--- config.mk ---
export PLATFORM = sky130hd
export DESIGN_NAME = burst_sram
export DESIGN_NICKNAME = d
export VERILOG_FILES = /design/src/rtl/sbs_pkg.sv /design/src/rtl/sbs_rst_sync.sv /design/src/rtl/sbs_lane_decode.sv /design/src/rtl/sbs_burst_ctrl.sv /design/src/rtl/sbs_array.sv /design/src/rtl/burst_sram.sv
export SDC_FILE = /design/constraint.sdc
export NUM_CORES = 2
export LEC_CHECK = 0
export BUFFER_PORTS_ARGS = -buffer_cell sky130_fd_sc_hd__buf_2
export CORE_ASPECT_RATIO = 1.4
export CORE_MARGIN = 3
export CORE_UTILIZATION = 35
export CTS_CLUSTER_DIAMETER = 150
export CTS_CLUSTER_SIZE = 16
export DETAILED_ROUTE_END_ITERATION = 12
export PLACE_DENSITY = 0.53
export SYNTH_ARGS = -nofsm -noshare
export SYNTH_HDL_FRONTEND = slang
export SYNTH_HIERARCHICAL = 1
export SYNTH_SLANG_ARGS = --single-unit
--- constraint.sdc ---
create_clock -name clk -period 2.6 [get_ports clk]
set_clock_uncertainty 0.15 [all_clocks]
set_input_delay 0.13 -clock clk [delete_from_list [all_inputs] [get_ports clk]]
set_output_delay 0.13 -clock clk [all_outputs]
set_load 0.05 [all_outputs]
--- src/rtl/sbs_pkg.sv ---
package sbs_pkg;

  typedef enum logic {
    ORD_LINEAR     = 1'b0,
    ORD_INTERLEAVE = 1'b1
  } burst_ord_e;

  // low two address bits for burst step cnt from start bits st
  function automatic logic [1:0] burst_low(burst_ord_e ord, logic [1:0] st, logic [1:0] cnt);
    logic [1:0] r;
    if (ord == ORD_INTERLEAVE) r = st ^ cnt;
    else                       r = st + cnt;
    return r;
  endfunction

endpackage

--- src/rtl/sbs_rst_sync.sv ---
module sbs_rst_sync (
  input  logic clk,
  input  logic rst_n,
  output logic srst_n
);
  logic [1:0] sync_q;

  always_ff @(posedge clk or negedge rst_n) begin
    if (!rst_n) sync_q <= 2'b00;
    else        sync_q <= {sync_q[0], 1'b1};
  end

  assign srst_n = sync_q[1];
endmodule

--- src/rtl/sbs_lane_decode.sv ---
module sbs_lane_decode #(
  parameter int LANES = 4
) (
  input  logic             all_wr_n,
  input  logic             lane_gate_n,
  input  logic [LANES-1:0] lane_wr_n,
  output logic [LANES-1:0] wr_lanes
);
  for (genvar g = 0; g < LANES; g++) begin : g_lane
    assign wr_lanes[g] = ~all_wr_n | (~lane_gate_n & ~lane_wr_n[g]);
  end
endmodule

--- src/rtl/sbs_burst_ctrl.sv ---
module sbs_burst_ctrl
  import sbs_pkg::*;
#(
  parameter int ADDR_W = 6,
  parameter int DATA_W = 32,
  parameter int LANES  = 4
) (
  input  logic              clk,
  input  logic              srst_n,
  input  logic              run,
  input  logic              sel,
  input  logic              start_cpu,
  input  logic              start_ctl,
  input  logic              adv,
  input  logic              order_i,
  input  logic [ADDR_W-1:0] addr_i,
  input  logic [DATA_W-1:0] wdata_i,
  input  logic [LANES-1:0]  wr_lanes,
  output logic              active_q,
  output logic [ADDR_W-1:0] base_q,
  output logic [1:0]        cnt_q,
  output logic              acc_vld,
  output logic              acc_wr,
  output logic [LANES-1:0]  acc_lanes,
  output logic [ADDR_W-1:0] acc_addr,
  output logic [DATA_W-1:0] acc_wdata
);
  logic              active_d;
  logic [ADDR_W-1:0] base_d;
  logic [1:0]        cnt_d;
  burst_ord_e        ord_q, ord_d;
  logic              vld_d, wr_d;
  logic [LANES-1:0]  lanes_d;
  logic [DATA_W-1:0] wdata_d;
  logic              any_wr;

  assign any_wr = |wr_lanes;

  always_comb begin
    active_d = active_q;
    base_d   = base_q;
    cnt_d    = cnt_q;
    ord_d    = ord_q;
    vld_d    = 1'b0;
    wr_d     = 1'b0;
    lanes_d  = '0;
    wdata_d  = acc_wdata;
    if (start_cpu || start_ctl) begin
      if (sel) begin
        active_d = 1'b1;
        base_d   = addr_i;
        cnt_d    = 2'd0;
        ord_d    = burst_ord_e'(order_i);
        vld_d    = 1'b1;
        // the processor strobe opens a read, whatever the write inputs say
        wr_d     = start_cpu ? 1'b0 : any_wr;
        lanes_d  = start_cpu ? '0 : wr_lanes;
        wdata_d  = wdata_i;
      end else begin
        active_d = 1'b0;
      end
    end else if (active_q) begin
      cnt_d   = adv ? cnt_q + 2'd1 : cnt_q;
      vld_d   = 1'b1;
      wr_d    = any_wr;
      lanes_d = wr_lanes;
      wdata_d = wdata_i;
    end
  end

  always_ff @(posedge clk or negedge srst_n) begin
    if (!srst_n) begin
      active_q  <= 1'b0;
      base_q    <= '0;
      cnt_q     <= 2'd0;
      ord_q     <= ORD_LINEAR;
      acc_vld   <= 1'b0;
      acc_wr    <= 1'b0;
      acc_lanes <= '0;
      acc_wdata <= '0;
    end else if (run) begin
      active_q  <= active_d;
      base_q    <= base_d;
      cnt_q     <= cnt_d;
      ord_q     <= ord_d;
      acc_vld   <= vld_d;
      acc_wr    <= wr_d;
      acc_lanes <= lanes_d;
      acc_wdata <= wdata_d;
    end
  end

  assign acc_addr = {base_q[ADDR_W-1:2], burst_low(ord_q, base_q[1:0], cnt_q)};
endmodule

--- src/rtl/sbs_array.sv ---
module sbs_array #(
  parameter int ADDR_W = 6,
  parameter int DATA_W = 32,
  parameter int LANES  = 4,
  localparam int DEPTH = 1 << ADDR_W
) (
  input  logic              clk,
  input  logic              srst_n,
  input  logic              run,
  input  logic              acc_vld,
  input  logic              acc_wr,
  input  logic [LANES-1:0]  acc_lanes,
  input  logic [ADDR_W-1:0] acc_addr,
  input  logic [DATA_W-1:0] acc_wdata,
  output logic [DATA_W-1:0] rdata_q
);
  logic [DATA_W-1:0] rd_word;
  logic              rd_en;

  for (genvar g = 0; g < LANES; g++) begin : g_lane
    logic [7:0] mem [DEPTH];
    logic       we;
    assign we = run & acc_vld & acc_wr & acc_lanes[g];
    always_ff @(posedge clk) begin
      if (we) mem[acc_addr] <= acc_wdata[g*8 +: 8];
    end
    assign rd_word[g*8 +: 8] = mem[acc_addr];
  end

  assign rd_en = run & acc_vld & ~acc_wr;

  always_ff @(posedge clk or negedge srst_n) begin
    if (!srst_n)    rdata_q <= '0;
    else if (rd_en) rdata_q <= rd_word;
  end
endmodule

--- src/rtl/burst_sram.sv ---
module burst_sram #(
  parameter int ADDR_W = 6,
  parameter int DATA_W = 32,
  localparam int LANES = DATA_W / 8
) (
  input  logic              clk,
  input  logic              rst_n,
  input  logic [ADDR_W-1:0] addr_i,
  input  logic [DATA_W-1:0] wdata_i,
  input  logic              sel_a_n,
  input  logic              sel_b,
  input  logic              sel_c_n,
  input  logic              cpu_stb_n,
  input  logic              ctl_stb_n,
  input  logic              adv_n,
  input  logic [LANES-1:0]  lane_wr_n,
  input  logic              lane_gate_n,
  input  logic              all_wr_n,
  input  logic              order_i,
  input  logic              sleep_i,
  input  logic              oe_n,
  output logic [DATA_W-1:0] dq_o,
  output logic              dq_drv_o
);
  logic              srst_n;
  logic              run, sel;
  logic [LANES-1:0]  wr_lanes;
  logic              active_q;
  logic [ADDR_W-1:0] base_q;
  logic [1:0]        cnt_q;
  logic              acc_vld, acc_wr;
  logic [LANES-1:0]  acc_lanes;
  logic [ADDR_W-1:0] acc_addr;
  logic [DATA_W-1:0] acc_wdata;
  logic [DATA_W-1:0] rdata_q;

  assign run = ~sleep_i;
  assign sel = ~sel_a_n & sel_b & ~sel_c_n;

  sbs_rst_sync u_rst (
    .clk    (clk),
    .rst_n  (rst_n),
    .srst_n (srst_n)
  );

  sbs_lane_decode #(.LANES(LANES)) u_dec (
    .all_wr_n    (all_wr_n),
    .lane_gate_n (lane_gate_n),
    .lane_wr_n   (lane_wr_n),
    .wr_lanes    (wr_lanes)
  );

  sbs_burst_ctrl #(.ADDR_W(ADDR_W), .DATA_W(DATA_W), .LANES(LANES)) u_ctrl (
    .clk       (clk),
    .srst_n    (srst_n),
    .run       (run),
    .sel       (sel),
    .start_cpu (~cpu_stb_n),
    .start_ctl (~ctl_stb_n),
    .adv       (~adv_n),
    .order_i   (order_i),
    .addr_i    (addr_i),
    .wdata_i   (wdata_i),
    .wr_lanes  (wr_lanes),
    .active_q  (active_q),
    .base_q    (base_q),
    .cnt_q     (cnt_q),
    .acc_vld   (acc_vld),
    .acc_wr    (acc_wr),
    .acc_lanes (acc_lanes),
    .acc_addr  (acc_addr),
    .acc_wdata (acc_wdata)
  );

  sbs_array #(.ADDR_W(ADDR_W), .DATA_W(DATA_W), .LANES(LANES)) u_mem (
    .clk       (clk),
    .srst_n    (srst_n),
    .run       (run),
    .acc_vld   (acc_vld),
    .acc_wr    (acc_wr),
    .acc_lanes (acc_lanes),
    .acc_addr  (acc_addr),
    .acc_wdata (acc_wdata),
    .rdata_q   (rdata_q)
  );

  assign dq_o     = oe_n ? '0 : rdata_q;
  assign dq_drv_o = ~oe_n;
endmodule

* Word-level counts from Yosys, hierarchy flattened
Memories as Yosys holds them, arrays and structs flattened. A register that Yosys moved wholly into a read port is not among the register bits.
Index checks and enable logic that the tools add are counted.
** Word-level totals
- Bits in registers :: 50
- Bits in writable memories :: 2048
- Word-level logic and storage cells :: 87
- Memories kept :: 4
** Memory list
- u_mem.g_lane[0].mem :: depth 64, width 8, read ports 1, clocked after memory_dff 1, write ports 1, line sbs_array.sv:21 : logic [7:0] mem [DEPTH];
- u_mem.g_lane[1].mem :: depth 64, width 8, read ports 1, clocked after memory_dff 1, write ports 1, line sbs_array.sv:21
- u_mem.g_lane[2].mem :: depth 64, width 8, read ports 1, clocked after memory_dff 1, write ports 1, line sbs_array.sv:21
- u_mem.g_lane[3].mem :: depth 64, width 8, read ports 1, clocked after memory_dff 1, write ports 1, line sbs_array.sv:21
** Operators by class
- Add/subtract/negate cells :: 2
- Equality and inequality tests :: 2
- Mux-type cells :: 28
- Bitwise logic cells :: 31
- Reduce and logical (&&, ||, !) cells :: 11
** Operators with widths (count)
- two-way mux 32 bit :: 4
- two-way mux 4 bit :: 4
- two-way mux 1 bit :: 15
- AND 1 bit :: 13
- inverter 1 bit :: 13
- two-way mux 2 bit :: 5
- AND reduction 3 bit :: 2
- logical NOT 1 bit :: 4
- OR 1 bit :: 4
- AND reduction 4 bit :: 1
- OR reduction 4 bit :: 1
- adder 2 x 1 -> 2 bit (second input constant) :: 1
- adder 2 bit :: 1
- inequality test 2 x 1 -> 1 bit (second input constant) :: 1
- inequality test 2 bit (second input constant) :: 1
- AND reduction 2 bit :: 1
- nonzero test 2 bit :: 1
- bitwise XOR 2 bit :: 1
- logical OR 1 bit :: 1

* Longest topological paths before layout
- Depth after elaboration :: 7
- Depth in mapped cells :: 14

* By module
Netlist, hierarchy kept.
** Modules (own cells, without submodules)
- sbs_array :: instances 1, cells an instance 4520, area each 80763.7 µm²
- sbs_burst_ctrl :: instances 1, cells an instance 125, area each 2072.0 µm²
- burst_sram :: instances 1, cells an instance 41, area each 249.0 µm²
- sbs_rst_sync :: instances 1, cells an instance 3, area each 53.8 µm²
- sbs_lane_decode :: instances 1, cells an instance 4, area each 20.0 µm²

* Worst setup path after synthesis
OpenSTA, ideal clock, no wires.
- Kind :: flip-flop to flip-flop
- Start point :: reg u_ctrl.cnt_q[0]
- End point :: mem u_mem.g_lane[2].mem[15][0] (enable)
- Library setup time :: 370 ps
- Data arrival time :: 2595 ps
- Data required time :: 2080 ps
- Slack :: -515 ps
- Cell stages (with the launch flop) :: 12
- Buffers on the path :: 5
- Clock period less this slack :: 3115 ps
- Path through :: dfrtp_1 ha_1 nor2b_1 xnor2_1 buf_6 buf_6 buf_6 and3_1 clkbuf_1 clkbuf_1 nand2_1 nor2_1
** On the way
- Cells in the longest elaborated chain, start to end :: 2
** RTL lines
- start, declared :: line sbs_burst_ctrl.sv:21 : output logic [1:0] cnt_q,
- start signal, assigned :: line sbs_burst_ctrl.sv:84 : cnt_q <= cnt_d;
- adder 2 bit :: line sbs_pkg.sv:12 : else r = st + cnt;
- two-way mux 2 bit :: line sbs_pkg.sv:11 : if (ord == ORD_INTERLEAVE) r = st ^ cnt;
- named net acc_addr[1] :: line burst_sram.sv:33 : logic [ADDR_W-1:0] acc_addr;
- end, declared :: line sbs_array.sv:21
The timed path passes the listed nets, and every way through them passes these cells.

* Final worst setup path
- Start point :: reg u_ctrl.cnt_q[0]
- End point :: reg u_mem.rdata_q[27] (read register of u_mem.g_lane[3].mem)
** On the way
- Cells in the longest elaborated chain, start to end :: 2
** RTL lines
- adder 2 bit :: line sbs_pkg.sv:12
- two-way mux 2 bit :: line sbs_pkg.sv:11
- named net acc_addr[1] :: line burst_sram.sv:33
- end, declared :: line sbs_array.sv:15 : output logic [DATA_W-1:0] rdata_q
The timed path passes the listed nets, and every way through them passes these cells.
A chain may end at the register's enable or synchronous reset.

==> impl_metrics.env <==
export IMPL_cts_sinks=2130
export IMPL_synth_nets=4745
export IMPL_core_area_mm2=0.236
export IMPL_setup_viol=2064
export IMPL_worst_path_max_delay_cell="dfrtp_1"
export IMPL_p_per_area_mw_per_mm2=1060
export IMPL_cpPeakStageDelay_ns=0.41
export IMPL_layout_nets=5996
export IMPL_critPathKind="flop to flop"
export IMPL_cp_arrival_ns=3.87
export IMPL_slew_violations=0
export IMPL_cp_required_ns=3.18
export IMPL_fin_crit_ns=3.28
export IMPL_syn_to_final_growth_pct=34.1
export IMPL_drt_iter0_drc=5795
export IMPL_max_freq_mhz=305
export IMPL_worstMarginPinSlew_ns=0.811
export IMPL_hpwl_um=211000
export IMPL_numPortBuffers=87
export IMPL_grt_max_degree=66
export IMPL_ctsLongestPathBuffers=4
export IMPL_crit_start="u_ctrl/cnt_q[0]"
export IMPL_synth_area_per_cell_um2=17.7
export IMPL_yosysWarnings=6
export IMPL_maxCapViolations=0
export IMPL_routed_via_density=5.70
export IMPL_relSlewSlack=0.460
export IMPL_place_area_mm2=0.101
export IMPL_routabilityCongestion=0.881
export IMPL_drive_gt1_frac=0.412
export IMPL_vias=52100
export IMPL_syn_inst=4689
export IMPL_placementRows=211
export IMPL_rsz0062_at_grt="true"
export IMPL_cp_max_fo=8
export IMPL_grtUsageTotal=0.247
export IMPL_cts_tree="built"
export IMPL_wirelength_um=307000
export IMPL_io_pins=88
export IMPL_drc=0
export IMPL_path_common_cell="buf_12"
export IMPL_clk_pin_slew_ns=0.08
export IMPL_wire_per_inst_um=33.6
export IMPL_initial_utilization=0.352
export IMPL_status="finished with violations"
export IMPL_cts_inserted_buffers=159
export IMPL_overflow=0
export IMPL_hp_start="wdata_i[17]"
export IMPL_fin_area_mm2=0.111
export IMPL_htree_num_levels=4
export IMPL_path_cells="ha_4, nor2b_4, xnor2_4, buf_12, buf_12, buf_12, buf_6, nor2_4, buf_12, clkbuf_16, a221oi_1, nor2_1, o21ai_0, nand4_1, o32a_1"
export IMPL_drtPass1Iterations=6
export IMPL_fin_ws_ns=-0.684
export IMPL_peakVddDrop_mv=0.732
export IMPL_violations="hold timing, setup timing"
export IMPL_grt_pass1_wl_um=421000
export IMPL_fp_dieArea_mm2=0.243
export IMPL_cp_end_kind="flop"
export IMPL_antenna_found_initial=9
export IMPL_die_h_um=583
export IMPL_start_kind="flop"
export IMPL_leakage_uw=0.0369
export IMPL_fin_crit_sh=1.26
export IMPL_grt_pass1_vias=51900
export IMPL_worstHoldPathType="input pin to flop"
export IMPL_die_w_um=418
export IMPL_r2r_start="u_ctrl/cnt_q[0]"
export IMPL_ant_nets=0
export IMPL_worst_hold_slack_ns=-0.000569
export IMPL_root_buffer="clkbuf_16"
export IMPL_fillCellCount=20000
export IMPL_utilization=0.472
export IMPL_synth_area_mm2=0.0831
export IMPL_insertion_delay_ns=0.83
export IMPL_finalHoldViolations=1
-- metrics by stage --
stage               power, uW  setup TNS, ns  instances  setup WS [ns]  hold slack (ns)
global route           121000        -687.10       9138         -0.745           0.0349
floorplan               62100         -32.06       4689         -0.237           -0.316
detailed placement      84400        -594.23       8576          -1.00           -0.233
CTS                    114000        -537.54       9058         -0.726          0.00410
global placement        84200        -563.07       8576         -0.975           -0.235
finish                 118000        -534.71       9142         -0.684        -0.000569
-- registers in the layout (all words and copies together), names as in the netlist --
name,flops
u_ctrl/acc_lanes,4
u_ctrl/acc_vld,1
u_ctrl/acc_wdata,32
u_ctrl/acc_wr,1
u_ctrl/active_q,1
u_ctrl/base_q,6
u_ctrl/cnt_q,2
u_ctrl/ord_q,1
u_mem/g_lane.mem,2048
u_mem/rdata_q,32
u_rst/sync_q,2
-- report_power, final --
part           internal (uW)  leakage (uW)  switching (uW)
Sequential             40500        0.0194            1240
Clock                  11700       0.00214           11800
Combinational          23400        0.0153           29100
Total                  75600        0.0369           42200
-- layout make-up --
type	count	area [um2]	area share
sequential	2130	63600	0.570
multi-input combinational	2218	22100	0.198
timing repair buffer	1421	17400	0.156
clock buffer	264	4440	0.0398
tap	3088	3860	0.0347
clock inverter	4	63.8	0.000572
inverter	10	50.0	0.000449
antenna	7	17.5	0.000157
-- placed cells by master (no fill, tap or decap), types with 17 or more instances in the layout --
cell type and instances:
a221oi_4 21, a22o_1 38, nand2_8 19, buf_6 87, a31oi_1 28, o21ai_0 55, mux2_4 35, nor2_4 231
o21ai_1 36, buf_12 451, a22oi_1 123, a21oi_2 31, edfxtp_1 2048, nor2_2 37, dlygate4sd3_1 111, buf_2 87
o22ai_2 17, o22ai_1 82, nor2_1 124, nand2_1 104, a221o_1 28, dfrtp_2 32, nor2b_1 32, a22oi_2 28
nand3_1 21, a21oi_1 87, a221oi_1 147, a221oi_2 74, nand2_2 30, clkbuf_16 170, buf_4 632, buf_8 31
nand2_4 23, mux2_2 170, dfrtp_1 48, clkbuf_1 102, mux2i_1 202, mux4_2 148
-- routing by layer --
| layer | share of wire | vias to the layer above | track usage |
|---|---|---|---|
| met2 | 0.51 | 2414 | 0.427 |
| met1 | 0.37 | 27500 | 0.308 |
| met4 | 0.057 | 2 | 0.120 |
| li1 | - | 21600 | - |
| met3 | 0.064 | 576 | 0.0278 |
| met5 | 0.000046 | - | 0 |
-- timing repair --
item / in CTS / in global routing
pin swaps: 128 / 133
endpoints found under the hold margin: 76 / 0
endpoints found under the setup margin: 2057 / 2069
gates resized for setup: 362 / 297
buffers inserted: 97 / 82
cloned: 11 / 8
hold buffers: 111 / 0
-- worst max-delay path: cells and delay by family, from the launching register on --
kind	cells	cell delay (ns)
compound gates	3	1.05
simple gates	4	0.41
buf+inv	6	0.82
xor+xnor	1	0.15
fa+ha+maj	1	0.16
flops	1	0.41
-- worst paths after layout --
| kind | to | slack, ns | cells past startpoint |
|---|---|---|---|
| min in group asynchronous | u_ctrl/acc_wdata[15] | 0.05 | 0 |
| worst max register to register | u_mem/rdata_q[27] | -0.68 | 15 |
| worst min-delay path | u_ctrl/acc_wdata[17] | -0.0006 | 3 |
| worst max-delay path | u_mem/rdata_q[27] | -0.68 | 15 |
| max in group asynchronous | u_ctrl/acc_wdata[27] | 1.49 | 1 |
| worst min register to register | u_ctrl/acc_wdata[15] | 0.05 | 0 |
No activity file was read; power rests on OpenSTA's default activity.
